===== src/rtl/bhc_pkg.sv =====
package bhc_pkg;

  typedef enum logic [1:0] {
    ST_OWN     = 2'd0,
    ST_FLOAT   = 2'd1,
    ST_GRANTED = 2'd2,
    ST_RECLAIM = 2'd3
  } bhc_state_e;

  // Pins are driven only while the controller owns the bus.
  function automatic logic pins_driven(bhc_state_e s);
    return (s == ST_OWN);
  endfunction

  // Grant is asserted (low at the pin) only in the granted state.
  function automatic logic grant_active(bhc_state_e s);
    return (s == ST_GRANTED);
  endfunction

  // A release is committed at a sequencer boundary with the feature enabled.
  function automatic logic commit_release(bhc_state_e s, logic en, logic req, logic idle);
    return (s == ST_OWN) && en && req && idle;
  endfunction

  function automatic bhc_state_e next_state(bhc_state_e s, logic en, logic req, logic idle);
    bhc_state_e n;
    n = s;
    unique case (s)
      ST_OWN:     if (commit_release(s, en, req, idle)) n = ST_FLOAT;
      ST_FLOAT:   n = ST_GRANTED;
      ST_GRANTED: if (!req) n = ST_RECLAIM;
      ST_RECLAIM: n = ST_OWN;
      default:    n = ST_OWN;
    endcase
    return n;
  endfunction

endpackage


===== src/rtl/bhc_sync.sv =====
module bhc_sync #(
  parameter int STAGES = 2
) (
  input  logic clk,
  input  logic rst_n,
  input  logic d_async,
  output logic q_sync
);
  logic [STAGES-1:0] chain;

  genvar g;
  generate
    for (g = 0; g < STAGES; g++) begin : g_stage
      always_ff @(posedge clk or negedge rst_n) begin
        if (!rst_n) chain[g] <= 1'b0;
        else if (g == 0) chain[g] <= d_async;
        else chain[g] <= chain[(g == 0) ? 0 : g-1];
      end
    end
  endgenerate

  assign q_sync = chain[STAGES-1];
endmodule


===== src/rtl/bhc_oe_fan.sv =====
module bhc_oe_fan #(
  parameter int W = 8
) (
  input  logic         drive,
  output logic [W-1:0] oe
);
  genvar g;
  generate
    for (g = 0; g < W; g++) begin : g_bit
      assign oe[g] = drive;
    end
  endgenerate
endmodule


===== src/rtl/bhc_fsm.sv =====
module bhc_fsm
  import bhc_pkg::*;
(
  input  logic clk,
  input  logic rst_n,
  input  logic rel_en,
  input  logic req_s,
  input  logic seq_idle,
  output logic drive_pins,
  output logic grant_on,
  output logic stall
);
  bhc_state_e state_q, state_d;
  logic       commit_now;

  assign commit_now = commit_release(state_q, rel_en, req_s, seq_idle);
  assign state_d    = next_state(state_q, rel_en, req_s, seq_idle);

  always_ff @(posedge clk or negedge rst_n) begin
    if (!rst_n) state_q <= ST_OWN;
    else        state_q <= state_d;
  end

  assign drive_pins = pins_driven(state_q);
  assign grant_on   = grant_active(state_q);
  assign stall      = !drive_pins || grant_on || commit_now;

  // disabled feature never starts a release
  p_disabled_holds_r2: assert property (@(posedge clk) disable iff (!rst_n)
    (state_q == ST_OWN && !rel_en) |=> drive_pins);

  // pins float only after an idle boundary
  p_idle_boundary_r6: assert property (@(posedge clk) disable iff (!rst_n)
    $fell(drive_pins) |-> $past(seq_idle));

  // grant held while the synchronized request stays high
  p_hold_while_req_r8: assert property (@(posedge clk) disable iff (!rst_n)
    (grant_on && req_s) |=> grant_on);

  // a committed release always reaches the grant
  p_fixed_seq_r10: assert property (@(posedge clk) disable iff (!rst_n)
    $fell(drive_pins) |=> grant_on);
endmodule


===== src/rtl/bus_hold_ctrl.sv =====
module bus_hold_ctrl #(
  parameter int ADDR_W      = 25,
  parameter int DATA_W      = 16,
  parameter int SYNC_STAGES = 2
) (
  input  logic              clk,
  input  logic              rst_n,
  input  logic              rel_en,
  input  logic              bus_req,
  input  logic              seq_idle,
  output logic              grant_n,
  output logic              seq_stall,
  output logic [ADDR_W-1:0] addr_oe,
  output logic [DATA_W-1:0] data_oe,
  output logic              strobe_oe
);
  logic req_s;
  logic drive_pins;
  logic grant_on;
  logic stall;

  bhc_sync #(.STAGES(SYNC_STAGES)) u_sync (
    .clk     (clk),
    .rst_n   (rst_n),
    .d_async (bus_req),
    .q_sync  (req_s)
  );

  bhc_fsm u_fsm (
    .clk        (clk),
    .rst_n      (rst_n),
    .rel_en     (rel_en),
    .req_s      (req_s),
    .seq_idle   (seq_idle),
    .drive_pins (drive_pins),
    .grant_on   (grant_on),
    .stall      (stall)
  );

  bhc_oe_fan #(.W(ADDR_W)) u_addr_fan (.drive(drive_pins), .oe(addr_oe));
  bhc_oe_fan #(.W(DATA_W)) u_data_fan (.drive(drive_pins), .oe(data_oe));
  bhc_oe_fan #(.W(1))      u_strb_fan (.drive(drive_pins), .oe(strobe_oe));

  assign grant_n   = !grant_on;
  assign seq_stall = stall;

  // all groups switch together
  p_groups_agree_r3: assert property (@(posedge clk) disable iff (!rst_n)
    (addr_oe == {ADDR_W{strobe_oe}}) && (data_oe == {DATA_W{strobe_oe}}));

  // grant never low in the cycle the pins first float
  p_float_first_r3: assert property (@(posedge clk) disable iff (!rst_n)
    $fell(strobe_oe) |-> grant_n);

  // grant follows the float by exactly one clock
  p_grant_after_float_r4: assert property (@(posedge clk) disable iff (!rst_n)
    $fell(strobe_oe) |=> $fell(grant_n));

  // grant negated first, pins driven one clock later
  p_reclaim_order_r5: assert property (@(posedge clk) disable iff (!rst_n)
    $rose(grant_n) |-> (!strobe_oe ##1 $rose(strobe_oe)));

  // never driving pins while the grant is out
  p_no_overlap_r5: assert property (@(posedge clk) disable iff (!rst_n)
    !(!grant_n && strobe_oe));

  // sequencer stalled whenever the bus is not ours
  p_stall_cover_r7: assert property (@(posedge clk) disable iff (!rst_n)
    (!strobe_oe || !grant_n) |-> seq_stall);
endmodule


===== config.mk =====
export PLATFORM = sky130hd
export DESIGN_NAME = bus_hold_ctrl
export DESIGN_NICKNAME = d
export VERILOG_FILES = /design/src/rtl/bhc_pkg.sv /design/src/rtl/bhc_sync.sv /design/src/rtl/bhc_oe_fan.sv /design/src/rtl/bhc_fsm.sv /design/src/rtl/bus_hold_ctrl.sv
export SDC_FILE = /design/constraint.sdc
export NUM_CORES = 1
export LEC_CHECK = 0
export ABC_AREA = 1
export ABC_CLOCK_PERIOD_IN_PS = 2390
export CAP_MARGIN = 30
export CELL_PAD_IN_SITES_DETAIL_PLACEMENT = 0
export CELL_PAD_IN_SITES_GLOBAL_PLACEMENT = 1
export CORE_ASPECT_RATIO = 0.7
export CORE_MARGIN = 3
export CORE_UTILIZATION = 18
export CTS_CLUSTER_DIAMETER = 50
export DETAILED_ROUTE_END_ITERATION = 10
export HOLD_SLACK_MARGIN = 0.03
export PLACE_DENSITY_LB_ADDON = 0.3
export SLEW_MARGIN = 20
export SYNTH_ARGS = -nofsm -noshare
export SYNTH_HDL_FRONTEND = slang
export SYNTH_SLANG_ARGS = --single-unit

===== constraint.sdc =====
create_clock -name clk -period 2.39 [get_ports clk]
set_clock_uncertainty 0.05 [all_clocks]
set_input_delay 0.478 -clock clk [delete_from_list [all_inputs] [get_ports clk]]
set_output_delay 0.478 -clock clk [all_outputs]
set_load 0.02 [all_outputs]

==> impl_metrics.tcl, run 1 <==
set metrics [dict create \
    hold_violations 0 \
    gp_congestion 0.6387 \
    r2r-start "u_fsm.state_q[0]" \
    drt_iter0_markers 3 \
    report.final.slew_viol_count 0 \
    finalSetupViolations 0 \
    synthesis.area_sq_um 494.2 \
    fin_setup_tns_ns 0 \
    fill_cells 257 \
    relSlewSlack_pct 85.32 \
    antenna_found_initial 0 \
    critical_path_required_ns 1.86 \
    yosysTopAreaCellShare_pct 62.28 \
    use_met1_pct 6.447 \
    hp-class "reg -> reg" \
    drt_wl_total_um 896 \
    dp_hpwl_um 719.5 \
    first_pass_iters 2 \
    first_global_vias 311 \
    hold_depth 0 \
    grt_first_pass_wirelength_um 1366 \
    final_cell_mix "clkdlybuf4s50_1 (48), nand2_1 (6), dfrtp_1 (4)" \
    period_minus_slack_ns 2.253 \
    cts-root-buf "clkbuf_8" \
    yosys-top-cells-area "buf_4 (62%), dfrtp_1 (20%), ha_1 (5.1%), nand2_1 (4.6%), nand3_1 (3.0%)" \
    critPathLaunchType "flip-flop" \
    vias_per_cell 3.093 \
    cts_resized 0 \
    reg2reg_slack_ns 1.06 \
    tightest_slew_ns 0.2195 \
    grt-ovfl-total 0 \
    netlist_instances 61 \
    maxCapViolCount 0 \
    worstHoldStart "u_sync.chain[0]" \
    endpoint_kind "output pin" \
    dieWidth_um 68.63 \
    yosysTopAreaCell "buf_4" \
    clock_latency_ns 0.21 \
    cts-buffers-inserted 3 \
    path_class "reg -> out" \
    worstRegToRegCells 6 \
    synth_area_per_cell_sq_um 8.102 \
    synthDistinctLibCells 8 \
    synth-seq-area-share_pct 20.25 \
    cts_htree_levels 1 \
    rows 15 \
    area_growth_pct 57.47 \
    port_buffers 48 \
    drc 0 \
    top_usage_layer "met2" \
    antenna_cells 0 \
    wire_per_inst_um 8.374 \
    tritoncts "yes" \
    critPathArrivalTime_ns 1.73 \
    syn_nets 68 \
    routed-via-count 331 \
    die_h_um 49.84 \
    clock-sinks 4 \
    grt_max_degree 32 \
    rsz0062_at_grt "no" \
    final_common_cell "clkdlybuf4s50_1" \
    postCtsSetupRepairBufs 0 \
    drive_above_1_share_pct 8.219 \
    r2r_end "u_fsm.state_q[0]" \
    synth_seq_cells 4 \
    use_met2_pct 8.082 \
    holdPathEnd "u_sync.q_sync" \
    status "complete, no violations" \
    ioPinCount 49 \
    start_util_pct 19.51 \
    fin_crit_sh_pct 94.29 \
    clockBufferDepth 2 \
    clock.fmax_mhz 443.8 \
    postRouteAntennaNets 0 \
    fin_nets 82 \
    dieArea_sq_um 3421 \
    met3_usage_pct 2.961 \
    worst_setup_hold_path_clk_slew_ns 0.03 \
    crit_start "u_fsm.state_q[0]" \
    regArea_sq_um 100.1 \
    yosysWarnings 0 \
    hold_buffers 0 \
    crit_path_max_fanout 31 \
    grt_usage_pct 5.422 \
    core_area_sq_um 2534 \
    multi_input_area_sq_um 75.07 \
]
## cell type report
| class | instances | area share, % |
|---|---|---|
| Tap cell | 34 | 5.466 |
| Multi-Input combinational cell | 13 | 9.646 |
| Clock buffer | 3 | 5.305 |
| Sequential cell | 4 | 12.86 |
| Timing Repair Buffer | 50 | 65.27 |
| Inverter | 3 | 1.447 |
## synth_stat cells, drive strengths merged
master / n
nand3: 3
inv: 3
buf: 41
nand2: 7
ha: 2
or2: 1
dfrtp: 4
## registers in the layout, indices dropped and copies added (netlist names)
signal / flops
u_fsm.state_q: 2
u_sync.chain: 1
u_sync.q_sync: 1
## worst max path at each step
stage / to / depth (start not counted)
global placement: seq_stall / 4
detailed placement: seq_stall / 4
global route: seq_stall / 5
finish: seq_stall / 5
floorplan: addr_oe[0] / 3
CTS: seq_stall / 5
## metrics by stage
step	utilization (%)	hold WS [ns]	area [sq um]	instances	setup slack (ns)
2_1_floorplan	-	0.1324	494.2	61	0.1624
3_3_place_gp	29.09	0.2866	737.0	104	0.1539
3_5_place_dp	29.09	0.2940	737.0	104	0.1557
4_1_cts	30.72	0.2967	778.2	107	0.1222
5_1_grt	30.72	0.3193	778.2	107	0.05851
6_report	30.72	0.2952	778.2	107	0.1365
## worst max-delay path, stage by stage, from the launching register on
cell and delay (ns):
dfrtp_1 0.34, inv_1 0.06, ha_1 0.24, buf_12 0.17, nand2_2 0.10, clkdlybuf4s50_1 0.60
## per-layer routing
metal	wire length [um]	part of all wire, %
met2	419	47
met5	0	0
met3	107	12
met1	369	41
met4	0	0
## kinds of logic (layout without fill, tap and decap cells)
logic type                 after synthesis  after routing  synth area share (%)
DFF                                      4              4                 20.25
and+or+nand+nor                         11             11                 10.13
buffers and inverters                   44             56                 64.56
adders and majority gates                2              2                 5.062
Power of run 1 is not shown: default switching activity piles up to over one toggle a cycle in this logic, so the estimate is an artifact.
==> inputs of run 2 (changes only) <==
- ABC_CLOCK_PERIOD_IN_PS: 2390 -> default
==> results of run 2 <==
Same layout as run 1: the final DEF is identical, and so are final timing and power.
Power of run 2 is left out for the same reason.
==> inputs of run 3 (changes only) <==
- CTS_CLUSTER_SIZE: default -> 16
- SLEW_MARGIN: 20 -> 40
==> results of run 3 <==
Same layout as run 1: the final DEF is identical, and so are final timing and power.
Power of run 3 is left out for the same reason.
